<file path="src/rtl/pss_pkg.sv">
package pss_pkg;

    typedef enum logic [1:0] {
        TC0 = 2'd0,
        TC1 = 2'd1,
        TC2 = 2'd2,
        TC4 = 2'd3
    } tcstate_t;

    typedef enum logic [2:0] {
        PS_NORMAL     = 3'd0,
        PS_AUTOHALT   = 3'd1,
        PS_STOPGNT    = 3'd2,
        PS_SG_SNOOP   = 3'd3,
        PS_SLEEP      = 3'd4,
        PS_DEEP       = 3'd5,
        PS_DEEPER     = 3'd6,
        PS_DEEPER_ENH = 3'd7
    } pstate_t;

    typedef enum logic [1:0] {
        VID_NOM        = 2'd0,
        VID_DEEPER     = 2'd1,
        VID_DEEPER_ENH = 2'd2
    } vid_t;

    // The shallower thread decides the package request.
    function automatic pstate_t resolve_req(tcstate_t a, tcstate_t b);
        tcstate_t m;
        m = (a < b) ? a : b;
        case (m)
            TC0:     return PS_NORMAL;
            TC1:     return PS_AUTOHALT;
            TC2:     return PS_STOPGNT;
            default: return PS_DEEPER;
        endcase
    endfunction

    function automatic logic in_sg_family(pstate_t s);
        return (s == PS_STOPGNT) || (s == PS_SG_SNOOP);
    endfunction

    // Every state with a code of 4 or more has its clocks stopped.
    function automatic logic clocks_stopped(pstate_t s);
        return s[2];
    endfunction

    function automatic vid_t vid_of(pstate_t s);
        case (s)
            PS_DEEPER:     return VID_DEEPER;
            PS_DEEPER_ENH: return VID_DEEPER_ENH;
            default:       return VID_NOM;
        endcase
    endfunction

endpackage

</file>
<file path="src/rtl/pss_resolve.sv">
module pss_resolve
    import pss_pkg::*;
(
    input  logic [1:0] thr_a,
    input  logic [1:0] thr_b,
    output pstate_t    req
);
    always_comb begin
        req = resolve_req(tcstate_t'(thr_a), tcstate_t'(thr_b));
    end
endmodule

</file>
<file path="src/rtl/pss_evt_latch.sv">
module pss_evt_latch
    import pss_pkg::*;
#(
    parameter int NSRC = 5
) (
    input  logic            clk,
    input  logic            rst,
    input  pstate_t         state,
    input  logic [NSRC-1:0] src,
    output logic            new_evt,
    output logic            src_changed,
    output logic            break_evt,
    output logic [NSRC-1:0] fire
);
    logic [NSRC-1:0] lat_q;
    logic [NSRC-1:0] src_q;

    always_comb begin
        new_evt     = in_sg_family(state) && (|(src & ~lat_q));
        src_changed = (src != src_q);
        break_evt   = in_sg_family(state) && (|lat_q);
    end

    always_ff @(posedge clk) begin
        if (rst) begin
            lat_q <= '0;
            src_q <= '0;
            fire  <= '0;
        end else begin
            src_q <= src;
            fire  <= '0;
            if (in_sg_family(state)) begin
                lat_q <= lat_q | src;
            end else if (state == PS_NORMAL) begin
                fire  <= lat_q;
                lat_q <= '0;
            end
        end
    end
endmodule

</file>
<file path="src/rtl/pss_fsm.sv">
module pss_fsm
    import pss_pkg::*;
#(
    parameter int SETTLE_CYC = 2000
) (
    input  logic    clk,
    input  logic    rst,
    input  pstate_t req,
    input  logic    stop_clk_n,
    input  logic    sleep_n,
    input  logic    deep_n,
    input  logic    deeper_n,
    input  logic    sga_done,
    input  logic    snoop_req,
    input  logic    snoop_done,
    input  logic    new_evt,
    input  logic    src_changed,
    input  logic    ways_zero,
    output pstate_t state,
    output logic    violation
);
    localparam int CW = $clog2(SETTLE_CYC + 1);
    localparam logic [CW-1:0] LAST = CW'(SETTLE_CYC - 1);

    pstate_t        state_q, nxt, prev_q, nprev;
    logic           snp_q, nsnp;
    logic [CW-1:0]  cnt_q, ncnt;
    logic           bad;

    always_comb begin
        nxt   = state_q;
        nprev = prev_q;
        nsnp  = snp_q;
        ncnt  = '0;
        case (state_q)
            PS_NORMAL, PS_AUTOHALT: begin
                if (!stop_clk_n && sga_done) begin
                    nxt   = PS_STOPGNT;
                    nprev = state_q;
                end else begin
                    nxt = (req == PS_NORMAL) ? PS_NORMAL : PS_AUTOHALT;
                end
            end
            PS_STOPGNT: begin
                if (snoop_req || new_evt) begin
                    nxt  = PS_SG_SNOOP;
                    nsnp = snoop_req;
                end else if (!sleep_n) begin
                    nxt = PS_SLEEP;
                end else if (stop_clk_n) begin
                    nxt = prev_q;
                end
            end
            PS_SG_SNOOP: begin
                if (!snp_q || snoop_done) begin
                    nxt  = PS_STOPGNT;
                    nsnp = 1'b0;
                end
            end
            PS_SLEEP: begin
                if (!deep_n)      nxt = PS_DEEP;
                else if (sleep_n) nxt = PS_STOPGNT;
            end
            PS_DEEP: begin
                if (!deeper_n) begin
                    nxt = ways_zero ? PS_DEEPER_ENH : PS_DEEPER;
                end else if (deep_n) begin
                    if (cnt_q == LAST) nxt = PS_SLEEP;
                    else               ncnt = cnt_q + 1'b1;
                end
            end
            default: begin
                if (deeper_n) nxt = PS_DEEP;
                else          nxt = ways_zero ? PS_DEEPER_ENH : PS_DEEPER;
            end
        endcase
    end

    // Out-of-order pin levels and bus activity while clocks are stopped.
    always_comb begin
        bad = 1'b0;
        if (!sleep_n && (state_q == PS_NORMAL || state_q == PS_AUTOHALT ||
                         state_q == PS_SG_SNOOP))
            bad = 1'b1;
        if (!deep_n && !clocks_stopped(state_q))
            bad = 1'b1;
        if (!deeper_n && !(state_q == PS_DEEP || state_q == PS_DEEPER ||
                           state_q == PS_DEEPER_ENH))
            bad = 1'b1;
        if (clocks_stopped(state_q) && (snoop_req || src_changed))
            bad = 1'b1;
    end

    always_ff @(posedge clk) begin
        if (rst) begin
            state_q   <= PS_NORMAL;
            prev_q    <= PS_NORMAL;
            snp_q     <= 1'b0;
            cnt_q     <= '0;
            violation <= 1'b0;
        end else begin
            state_q   <= nxt;
            prev_q    <= nprev;
            snp_q     <= nsnp;
            cnt_q     <= ncnt;
            violation <= violation | bad;
        end
    end

    assign state = state_q;
endmodule

</file>
<file path="src/rtl/pkg_sleep_ctrl.sv">
module pkg_sleep_ctrl
    import pss_pkg::*;
#(
    parameter int LINT_W     = 2,
    parameter int SETTLE_CYC = 2000
) (
    input  logic                clk,
    input  logic                rst,
    input  logic [1:0]          thr0_cst,
    input  logic [1:0]          thr1_cst,
    input  logic                stop_clk_n,
    input  logic                sleep_n,
    input  logic                deep_n,
    input  logic                deeper_n,
    input  logic                sga_done,
    input  logic                snoop_req,
    input  logic                snoop_done,
    input  logic [LINT_W+2:0]   wake_src,
    input  logic                ways_zero,
    output logic [2:0]          pkg_req,
    output logic [2:0]          pkg_state,
    output logic                break_evt,
    output logic [1:0]          vid_sel,
    output logic                violation,
    output logic [LINT_W+2:0]   evt_fire
);
    localparam int NSRC = LINT_W + 3;

    pstate_t req, state;
    logic    new_evt, src_changed;

    pss_resolve u_resolve (
        .thr_a (thr0_cst),
        .thr_b (thr1_cst),
        .req   (req)
    );

    pss_evt_latch #(.NSRC(NSRC)) u_latch (
        .clk         (clk),
        .rst         (rst),
        .state       (state),
        .src         (wake_src),
        .new_evt     (new_evt),
        .src_changed (src_changed),
        .break_evt   (break_evt),
        .fire        (evt_fire)
    );

    pss_fsm #(.SETTLE_CYC(SETTLE_CYC)) u_fsm (
        .clk         (clk),
        .rst         (rst),
        .req         (req),
        .stop_clk_n  (stop_clk_n),
        .sleep_n     (sleep_n),
        .deep_n      (deep_n),
        .deeper_n    (deeper_n),
        .sga_done    (sga_done),
        .snoop_req   (snoop_req),
        .snoop_done  (snoop_done),
        .new_evt     (new_evt),
        .src_changed (src_changed),
        .ways_zero   (ways_zero),
        .state       (state),
        .violation   (violation)
    );

    assign pkg_req   = req;
    assign pkg_state = state;
    assign vid_sel   = vid_of(state);
endmodule

</file>
<file path="config.mk">
export PLATFORM = sky130hd
export DESIGN_NAME = pkg_sleep_ctrl
export DESIGN_NICKNAME = d
export VERILOG_FILES = /design/src/rtl/pss_pkg.sv /design/src/rtl/pss_resolve.sv /design/src/rtl/pss_evt_latch.sv /design/src/rtl/pss_fsm.sv /design/src/rtl/pkg_sleep_ctrl.sv
export SDC_FILE = /design/constraint.sdc
export NUM_CORES = 1
export LEC_CHECK = 0
export ABC_AREA = 0
export CAP_MARGIN = 10
export CORE_MARGIN = 4
export CORE_UTILIZATION = 62
export CTS_CLUSTER_DIAMETER = 100
export DETAILED_ROUTE_END_ITERATION = 8
export DONT_BUFFER_PORTS = 1
export MAX_ROUTING_LAYER = met4
export PLACE_DENSITY = 0.79
export RECOVER_POWER = 25
export REMOVE_ABC_BUFFERS = 1
export SLEW_MARGIN = 20
export SYNTH_ARGS = -nofsm -noshare
export SYNTH_HDL_FRONTEND = slang
export SYNTH_HIERARCHICAL = 1
export SYNTH_SLANG_ARGS = --single-unit
</file>
<file path="constraint.sdc">
create_clock -name clk -period 2.7 [get_ports clk]
set_clock_uncertainty 0.05 [all_clocks]
set_input_delay 0.54 -clock clk [delete_from_list [all_inputs] [get_ports clk]]
set_output_delay 0.54 -clock clk [all_outputs]
set_load 0.03 [all_outputs]
</file>
==> metrics.csv, run 1 <==
metric,value,unit
outcome,"finished, final reports clean",
pwr/cell area,527,nW/um^2
fin. max-slew vios,0,
Rows,18,
final setup vio count,0,
Tightest Hold Check Type,in -> reg,
reported leakage power,0.624,nW
Routed WL,3.78,mm
Vias/cell,6.27,
Clk Tree Root Cell,clkbuf_4,
count of final hold-check violations,0,
Util after Layout,71.3,%
DP Wirelength,2.75,mm
Worst EP required,2.11,ns
Netlist Area Pre-Place,1740,sq um
TritonRoute pass-1 iters,4,
ANT nets after route,0,
placed cell count,227,
initial antenna violation count,0,
Chip Width,61.0,um
first-pass GRT wire length,6.16,mm
setup TNS,0,ns
Post-CTS Setup Repair Bufs,0,
f_max,446,MHz
Synth area leader,dfxtp_1,
CTS Buf Count,5,
Cell variety after synth,51,
WP data arrival,1.65,ns
total track usage,22.9,%
min Tclk post-route,2.24,ns
layout net count,226,
Max Cap Viol,0,
critical path launch point type,register,
Cells after Synth,199,
H-tree lvl count,2,
"CTS clk-pin slew, worst paths",0.11,ns
warnings from Yosys,6,
clock insertion delay at the later pin of the skew report,0.33,ns
Initial Utilization,67.9,%
clock network power share,30.6,%
area fraction of the dominant cell type after synthesis,39.1,%
placer congestion estimate,0.928,
register area share after synthesis,39.1,%
Layout area overhead,5.03,%
die area,3720,sq um
gr ovfl total,0,
Internal Power,0.000699,W
"top cells by area, synth","dfxtp_1, xnor2_1, nor2_1",
CP max FO,17,
Max VDD drop,436,uV
Comb power frac,13.7,%
slew margin rel.,66.4,%
vias in the first global route,1455,
Sink Count,34,
CORE AREA,2570,sq um
register bit count reported by yosys,34,
clk buf depth,2,
power share of the sequential group,55.8,%
Ant. Diodes,0,
CTS tree,yes,
Top Ports,34,
CTS resizes,0,
I/O Buffers,0,
largest net degree at the start of global routing,25,
die height,61.0,um
Crit Path Class,reg -> out,
Finished Layout Cells,235,
switching power,0.000266,W
drt initial violations,100,
Worst Setup End Kind,primary output,
RSZ-0062 raised after global routing,no,
Slew @ Worst Pin,0.504,ns
Avg Inst Size Synth,8.76,sq um
Vias,1474,
final period utilization,83.0,%
Wirelength per Cell,16.1,um
hold bufs inserted after CTS,0,
DRC violations left,0,
Switching Share,27.6,%
layout cells sized above 1,14.1,%
fillers,202,
[registers in the layout (all words and copies together) (netlist names)]
signal	count
u_fsm/cnt_q	11
u_latch/fire	5
u_latch/lat_q	5
u_latch/src_q	5
u_fsm/prev_q	3
u_fsm/state	3
u_fsm/snp_q	1
u_fsm/violation	1
[synth_stat cells (all sizes together)]
library cell	number
clkinv	1
inv	10
nand2b	8
buf	4
a22o	2
mux2	1
a221oi	1
nand3b	2
o32ai	1
and3b	1
o21bai	1
ha	3
nand3	4
or4b	1
o21ba	1
a22oi	2
and2b	6
a211oi	2
nand4	4
nor3	9
mux2i	2
nor4bb	2
nor2b	6
a31oi	1
xor2	4
o211ai	2
dfxtp	34
o22ai	1
and2	4
or3b	1
nand2	7
or3	2
nand4b	1
nor2	19
o21ai	9
clkbuf	4
a21oi	13
o21a	1
a222oi	1
nor3b	1
nor4	6
xnor2	10
and3	2
or2	2
[metal layers]
| metal | share of wire, % | track usage [%] | up-vias |
|---|---|---|---|
| li1 | - | - | 704 |
| met1 | 39 | 25.0 | 706 |
| met2 | 52 | 38.1 | 52 |
| met3 | 6.9 | 5.24 | 12 |
| met4 | 2.5 | 12.7 | 0 |
| met5 | 0 | - | - |
[cells in the final DEF, fill, tap and decap left out, types with 6 or more instances in the layout]
cell       n
inv_1     10
nor3_1     8
nand2b_1   8
xnor2_1   10
dfxtp_1   34
nor2_1    19
a21oi_1   13
nor2b_1    6
nand2_1    7
o21ai_0    9
buf_4      6
[worst max-delay path, stage by stage (launching register included)]
cell and delay (ns):
dfxtp_1 0.64, buf_4 0.32, and3b_1 0.37
[per-stage QoR]
step           setup WS, ns  hold WS (ns)  area (sq um)  total power [W]
5_1_grt               0.324         0.185          1830          0.00102
2_1_floorplan         0.418         0.370          1690         0.000647
3_3_place_gp          0.492         0.393          1770         0.000674
3_5_place_dp          0.432         0.401          1770         0.000679
6_report              0.458         0.217          1830         0.000964
4_1_cts               0.425         0.201          1840         0.000973
[power groups by stage]
stage / sequential (W) / clock, W / combinational (W)
2_1_floorplan: 0.000559 / 0 / 0.0000878
6_report: 0.000538 / 0.000295 / 0.000132
3_3_place_gp: 0.000548 / 0 / 0.000126
5_1_grt: 0.000540 / 0.000333 / 0.000143
3_5_place_dp: 0.000549 / 0 / 0.000130
4_1_cts: 0.000538 / 0.000305 / 0.000131
[final cells by class]
cell class | count | area, sq um | share of cell area, %
Multi-Input combinational cell | 146 | 957 | 52.3
Sequential cell | 34 | 681 | 37.2
Clock buffer | 6 | 51.3 | 2.80
Inverter | 11 | 46.3 | 2.53
Timing Repair Buffer | 6 | 45.0 | 2.46
Tap cell | 30 | 37.5 | 2.05
Clock inverter | 2 | 12.5 | 0.684
[cell families (layout without fill, tap and decap cells)]
| logic type | Yosys count | after routing | share of synthesized area [%] |
|---|---|---|---|
| adders and majority gates | 3 | 3 | 2.15 |
| buffers and inverters | 19 | 25 | 5.74 |
| AOI/OAI and AO/OA | 38 | 38 | 13.6 |
| and+or+nand+nor | 88 | 88 | 30.6 |
| DFF | 34 | 34 | 39.1 |
| xor gates and xnor gates | 14 | 14 | 7.03 |
| muxes | 3 | 3 | 1.79 |
[final timing paths]
path | start | cells after the start | slack (ns) | endpoint
max reg2reg | u_latch/lat_q[1]$_SDFFE_PP0P_ | 7 | 0.50 | u_fsm/state[2]$_SDFFE_PP0P_
max | u_fsm/state[2]$_SDFFE_PP0P_ | 2 | 0.46 | vid_sel[0]
min | rst | 1 | 0.22 | u_latch/lat_q[3]$_SDFFE_PP0P_
min reg2reg | u_fsm/prev_q[2]$_SDFFE_PP0P_ | 1 | 0.42 | u_fsm/prev_q[2]$_SDFFE_PP0P_
(Power assumes the default switching activity.)
==> run 2: changes to the inputs <==
--- a/config.mk
+++ b/config.mk
@@ -5,15 +5,15 @@
 export SDC_FILE = /design/constraint.sdc
 export NUM_CORES = 1
 export LEC_CHECK = 0
-export ABC_AREA = 0
+export ABC_AREA = 1
 export CAP_MARGIN = 10
 export CORE_MARGIN = 4
-export CORE_UTILIZATION = 62
+export CORE_UTILIZATION = 56
 export CTS_CLUSTER_DIAMETER = 100
 export DETAILED_ROUTE_END_ITERATION = 8
 export DONT_BUFFER_PORTS = 1
 export MAX_ROUTING_LAYER = met4
-export PLACE_DENSITY = 0.79
+export PLACE_DENSITY = 0.75
 export RECOVER_POWER = 25
 export REMOVE_ABC_BUFFERS = 1
 export SLEW_MARGIN = 20
==> constraint.sdc (replaced) <==
create_clock -name clk -period 2 [get_ports clk]
set_clock_uncertainty 0.05 [all_clocks]
set_input_delay 0.4 -clock clk [delete_from_list [all_inputs] [get_ports clk]]
set_output_delay 0.4 -clock clk [all_outputs]
set_load 0.03 [all_outputs]
==> metrics.csv, run 2 <==
metric,value,unit,change
I/O Buffers,0,,unchanged
clk buf depth,2,,unchanged
f_max,565,MHz,
register area share after synthesis,37.8,%,-1.2 points
fin. max-slew vios,0,,unchanged
Worst Reg-to-Reg Cells,6,,-1
DP Wirelength,2.79,mm,+1.5%
final period utilization,88.6,%,
R2R setup slack,0.27,ns,-0.23 ns
Util after Layout,63.1,%,-8.2 points
cell with the most instances after synthesis,nand2_1,,
worst hold slack,0.0783,ns,-0.139 ns
number of enable flip-flop cells after synthesis,0,,unchanged
largest net degree at the start of global routing,13,,-48%
RSZ-0062 raised after global routing,no,,
count of final hold-check violations,0,,unchanged
critical path launch point type,register,,
reported leakage power,0.804,nW,+29%
critical-path cell list,buf_4 -> nand2_1 -> nor2_1 -> buf_4,,
Cell variety after synth,32,,-37%
die height,64.7,um,+6.0%
Layout area overhead,7.09,%,
gr ovfl total,0,,unchanged
most used flip-flop cell after synthesis,dfxtp_1,,
Synth area leader,dfxtp_1,,
CTS Buf Count,5,,unchanged
slew margin rel.,61.7,%,-4.6 points
Reg-to-Reg Start,u_fsm/cnt_q[0]$_SDFF_PP0_,,
Worst EP required,1.55,ns,-0.56 ns
met1 WL,1.59,mm,+7.8%
Wirelength per Cell,11.4,um,-29%
die area,4180,sq um,+12%
routed length on met3,294,um,+13%
initial antenna violation count,0,,unchanged
H-tree lvl count,2,,unchanged
layout cells sized above 1,15.5,%,+1.4 points
max FFs per register,11,,unchanged
total track usage,19.7,%,-3.1 points
Slew @ Worst Pin,0.572,ns,+0.0679 ns
min Tclk post-route,1.77,ns,
CORE AREA,3050,sq um,+19%
ys async rst share,0,%,unchanged
WP data arrival,1.32,ns,-0.33 ns
met2 wire length,1.64,mm,-16%
Vias/cell,5.04,,-20%
Crit-path slowest cell,dfxtp_1,,
first-pass GRT wire length,6.29,mm,+2.1%
final setup vio count,0,,unchanged
"top cells by area, synth","dfxtp_1, nand2_1, nor2_1",,
Routed WL,3.58,mm,-5.3%
Chip Width,64.7,um,+6.0%
Tightest Hold Check Type,in -> reg,,
vias in the first global route,1505,,+3.4%
clock insertion delay at the later pin of the skew report,0.33,ns,about the same
area fraction of the dominant cell type after synthesis,37.8,%,-1.2 points
register bit count reported by yosys,34,,unchanged
ANT nets after route,0,,unchanged
outcome,"finished, final reports clean",,
Sink Count,34,,unchanged
Top Ports,34,,unchanged
Post-synth top cells,"nand2_1, nor2_1, inv_1",,
min-delay src,rst,,
"leading cell type in the layout, fill and taps excluded",nand2_1,,
CTS tree,yes,,
worst stage delay on the critical path,0.38,ns,-0.26 ns
placer congestion estimate,0.909,,-2.1%
Biggest register,u_fsm/cnt_q,,
Crit Path Class,reg -> out,,
CTS resizes,0,,unchanged
"CTS clk-pin slew, worst paths",0.10,ns,about the same
total power,0.00137,W,+42%
"commonest non-fill, non-tap cells in the layout","nand2_1, nor2_1, inv_1, dfxtp_1, o21ai_0",,
Max VDD drop,398,uV,-8.7%
Worst Setup End Kind,primary output,,
setup TNS,0,ns,unchanged
Clk Tree Root Cell,clkbuf_4,,
Rows,20,,+2
worst flop-to-flop path endpoint,u_fsm/cnt_q[2]$_SDFF_PP0_,,
warnings from Yosys,6,,unchanged
Netlist Area Pre-Place,1800,sq um,+3.2%
Cells after Synth,259,,+30%
DRC violations left,0,,unchanged
TritonRoute pass-1 iters,5,,+1
worst hold stages,1,,unchanged
Vias,1589,,+7.8%
top layer in use,met4,,
hold path endpoint,u_fsm/violation$_SDFF_PP0_,,
Max Cap Viol,0,,unchanged
drt initial violations,93,,-7.0%
pwr/cell area,710,nW/um^2,+35%
Ant. Diodes,0,,unchanged
hold bufs inserted after CTS,0,,unchanged
"Top cell by count, worst path",buf_4,,
Initial Utilization,58.9,%,-9.0 points
Avg Inst Size Synth,6.95,sq um,-21%
CP max FO,8,,-9
layout net count,293,,+30%
Post-CTS Setup Repair Bufs,0,,unchanged
-- run 2: cell types whose count changed in the layout (fill, tap and decap cells not counted), moves of 6 or more --
cell      change
inv_1        +27
nand2_1      +44
nand2b_1      -8
nand3_1      +10
nor2_1       +26
nor2_2        +9
nor2b_1       -6
xnor2_1       -8
-- run 2: logic make-up after synthesis --
| kind of cell | synth area share (%) |
|---|---|
| AOI/OAI and AO/OA | 9.39 |
| xor gates and xnor gates | 2.92 |
| adders and majority gates | 2.09 |
| buffers and inverters | 10.4 |
| DFF | 37.8 |
| and+or+nand+nor | 37.4 |
-- run 2: stage by stage --
step / worst slack (ns) / area, sq um / std cells
after floorplan: 0.0986 / 1770 / 256
after global placement: 0.333 / 1890 / 308
after detailed placement: 0.269 / 1890 / 308
after CTS: 0.185 / 1940 / 315
after global routing: 0.0677 / 1930 / 315
final: 0.229 / 1930 / 315
-- run 2: cell type report --
cell class	instances	area [sq um]
Clock buffer	5	37.5
Clock inverter	2	10.0
Fill cell	301	1130
Inverter	42	159
Multi-Input combinational cell	180	925
Sequential cell	34	681
Tap cell	44	55.1
Timing Repair Buffer	8	60.1
-- run 2: worst max path at each step --
stage	slack, ns	startpoint	to
final	0.23	u_fsm/state[1]$_SDFFE_PP0P_	vid_sel[1]
after global routing	0.07	u_fsm/cnt_q[0]$_SDFF_PP0_	u_fsm/cnt_q[2]$_SDFF_PP0_
after CTS	0.19	u_fsm/state[1]$_SDFFE_PP0P_	vid_sel[0]
after detailed placement	0.27	u_fsm/cnt_q[0]$_SDFF_PP0_	u_fsm/cnt_q[2]$_SDFF_PP0_
after global placement	0.33	u_fsm/cnt_q[0]$_SDFF_PP0_	u_fsm/cnt_q[2]$_SDFF_PP0_
after floorplan	0.1	thr1_cst[1]	u_fsm/state[0]$_SDFFE_PP0P_
-- run 2: worst max-delay path, delay by kind of cell, from the launching register on --
family / cells / cell delay, ns
buffers and inverters: 2 / 0.39
flip-flops: 1 / 0.38
AND/OR/NAND/NOR: 2 / 0.21
-- run 2: power by group --
group / internal [W] / switching [W]
Sequential: 0.000707 / 0.0000288
Clock: 0.000126 / 0.000215
Combinational: 0.0000932 / 0.000198
Total: 0.000926 / 0.000441
-- run 2: layer usage --
layer | vias to the layer above | track usage, %
met5 | - | -
met4 | 0 | 7.39
met3 | 6 | 7.11
met2 | 48 | 32.0
met1 | 702 | 22.4
li1 | 833 | -
==> run 3: changes to the inputs <==
--- a/config.mk
+++ b/config.mk
@@ -16,6 +16,7 @@
 export PLACE_DENSITY = 0.75
 export RECOVER_POWER = 25
 export REMOVE_ABC_BUFFERS = 1
+export SKIP_LAST_GASP = 1
 export SLEW_MARGIN = 20
 export SYNTH_ARGS = -nofsm -noshare
 export SYNTH_HDL_FRONTEND = slang
==> constraint.sdc (replaced) <==
create_clock -name clk -period 2 [get_ports clk]
set_clock_uncertainty 0.05 [all_clocks]
set_input_delay 0.2 -clock clk [delete_from_list [all_inputs] [get_ports clk]]
set_output_delay 0.2 -clock clk [all_outputs]
set_load 0.03 [all_outputs]
==> metrics.csv, run 3 (synthesis results as in run 2) <==
metric,value,unit,change
Internal Power,0.00107,W,+15%
DP Wirelength,2.77,mm,-0.90%
f_max,561,MHz,-0.70%
"commonest non-fill, non-tap cells in the layout","nand2_1, nor2_1, inv_1, dfxtp_1",,
TritonRoute pass-1 iters,4,,-1
die height,64.7,um,unchanged
Max Cap Viol,0,,unchanged
fin. max-slew vios,0,,unchanged
failing checks,hold timing,,
Layout area overhead,12.7,%,
setup TNS,0,ns,unchanged
RSZ-0062 raised after global routing,no,,
ANT nets after route,0,,unchanged
Crit-path slowest cell,nand4_1,,
Worst Setup End Kind,register,,
critical path launch point type,register,,
layout net count,301,,+2.7%
DRC violations left,0,,unchanged
count of final hold-check violations,1,,+1
Top Ports,34,,unchanged
total track usage,20.1,%,+0.39 points
Max VDD drop,506,uV,+27%
CTS tree,yes,,
Chip Width,64.7,um,unchanged
largest net degree at the start of global routing,13,,unchanged
worst hold slack,-0.00106,ns,-0.0793 ns
switching power,0.000468,W,+6.1%
CP max FO,11,,+3
I/O Buffers,0,,unchanged
placer congestion estimate,0.881,,-3.0%
min Tclk post-route,1.78,ns,+0.0125 ns
slew margin rel.,62.2,%,+0.42 points
final period utilization,89.2,%,+0.63 points
Routed WL,3.74,mm,+4.6%
Slew @ Worst Pin,0.566,ns,-0.00621 ns
Ant. Diodes,0,,unchanged
Vias/cell,4.97,,-1.6%
power share of the sequential group,47.9,%,-5.9 points
H-tree lvl count,2,,unchanged
clock insertion delay at the later pin of the skew report,0.33,ns,about the same
final setup vio count,0,,unchanged
first-pass GRT wire length,6.44,mm,+2.3%
WP data arrival,1.97,ns,+0.65 ns
vias in the first global route,1530,,+1.7%
reported leakage power,0.845,nW,+5.1%
initial antenna violation count,0,,unchanged
Sink Count,34,,unchanged
Tightest Hold Check Type,in -> reg,,
critical-path cell list,ha_1 -> nand3_1 -> nor2_1 -> nand2_1 -> nand4_1 -> nor3b_1,,
Crit Path Class,reg -> reg,,
Initial Utilization,58.9,%,unchanged
outcome,finished with violations,,
Vias,1609,,+1.3%
"CTS clk-pin slew, worst paths",0.11,ns,about the same
gr ovfl total,0,,unchanged
Comb power frac,19.6,%,-1.7 points
pwr/cell area,757,nW/um^2,+6.6%
CORE AREA,3050,sq um,unchanged
clock network power share,32.5,%,+7.6 points
clk buf depth,2,,unchanged
max FFs per register,11,,unchanged
drt initial violations,84,,-9.7%
worst stage delay on the critical path,0.45,ns,+0.07 ns
die area,4180,sq um,unchanged
"leading cell type in the layout, fill and taps excluded",nand2_1,,
Rows,20,,unchanged
Biggest register,u_fsm/cnt_q,,
Switching Share,30.5,%,-1.8 points
Wirelength per Cell,11.5,um,+1.7%
layout cells sized above 1,15.7,%,+0.22 points
Worst EP required,2.19,ns,+0.64 ns
Clk Tree Root Cell,clkbuf_4,,
CTS Buf Count,5,,unchanged
run 3: cell types whose count changed in the layout (fill, tap and decap cells not counted), sizes merged:
cell | before | now
bufinv | 0 | 1
buf | 8 | 7
inv | 41 | 42
clkinvlp | 1 | 2
clkinv | 2 | 0
dlygate4sd3 | 0 | 8
clkbuf | 5 | 6
run 3: worst paths after layout:
path	startpoint	endpoint	slack, ns	cells past startpoint
worst max-delay path	u_fsm/cnt_q[0]$_SDFF_PP0_	u_fsm/cnt_q[2]$_SDFF_PP0_	0.22	6
worst min-delay path	rst	u_latch/lat_q[1]$_SDFFE_PP0P_	-0.001	3
worst max register to register	u_fsm/cnt_q[0]$_SDFF_PP0_	u_fsm/cnt_q[2]$_SDFF_PP0_	0.22	6
worst min register to register	u_fsm/prev_q[0]$_SDFFE_PP0P_	u_fsm/prev_q[0]$_SDFFE_PP0P_	0.40	2
run 3: layer usage:
metal | GRT usage (%) | vias to the layer above | wire, um
met5 | - | - | 0
met4 | 5.54 | 0 | 17
met3 | 5.55 | 2 | 240
met2 | 33.9 | 42 | 1770
met1 | 23.7 | 715 | 1720
li1 | - | 850 | -
run 3: repair_timing:
action | CTS | global route
hold buffers | 7 | 1
hold endpoints to repair | 12 | 1
buffers inserted | 0 | 0
resized for setup | 0 | 0
run 3: worst max-delay path: cells and delay by family (launching register included):
| kind | cells | cell delay, ns |
|---|---|---|
| flip-flops | 1 | 0.34 |
| adder cells (fa/ha/maj) | 1 | 0.23 |
| AND/OR/NAND/NOR | 5 | 1.08 |
run 3: layout make-up:
type | count | area, sq um
sequential | 34 | 681
fill | 297 | 1020
inverter | 42 | 160
tap | 44 | 55.1
clock inverter | 3 | 45.0
timing repair buffer | 16 | 138
clock buffer | 5 | 37.5
multi-input combinational | 180 | 912
run 3: through the flow:
stage	utilization, %	instances	instance area [sq um]	worst slack, ns	total power [W]
3_5_place_dp	61.8	308	1890	0.224	0.00105
6_report	66.4	324	2030	0.216	0.00153
5_1_grt	66.4	324	2030	0.00478	0.00162
3_3_place_gp	61.8	308	1890	0.319	0.00104
4_1_cts	66.8	323	2040	0.200	0.00156
2_1_floorplan	-	256	1770	0.112	0.000978
run 3: power by group through the flow:
stage	combinational [W]	sequential [W]	clock, W
CTS	0.000313	0.000735	0.000513
finish	0.000301	0.000735	0.000498
global route	0.000341	0.000739	0.000543
detailed placement	0.000296	0.000750	0
global placement	0.000293	0.000750	0
floorplan	0.000193	0.000785	0
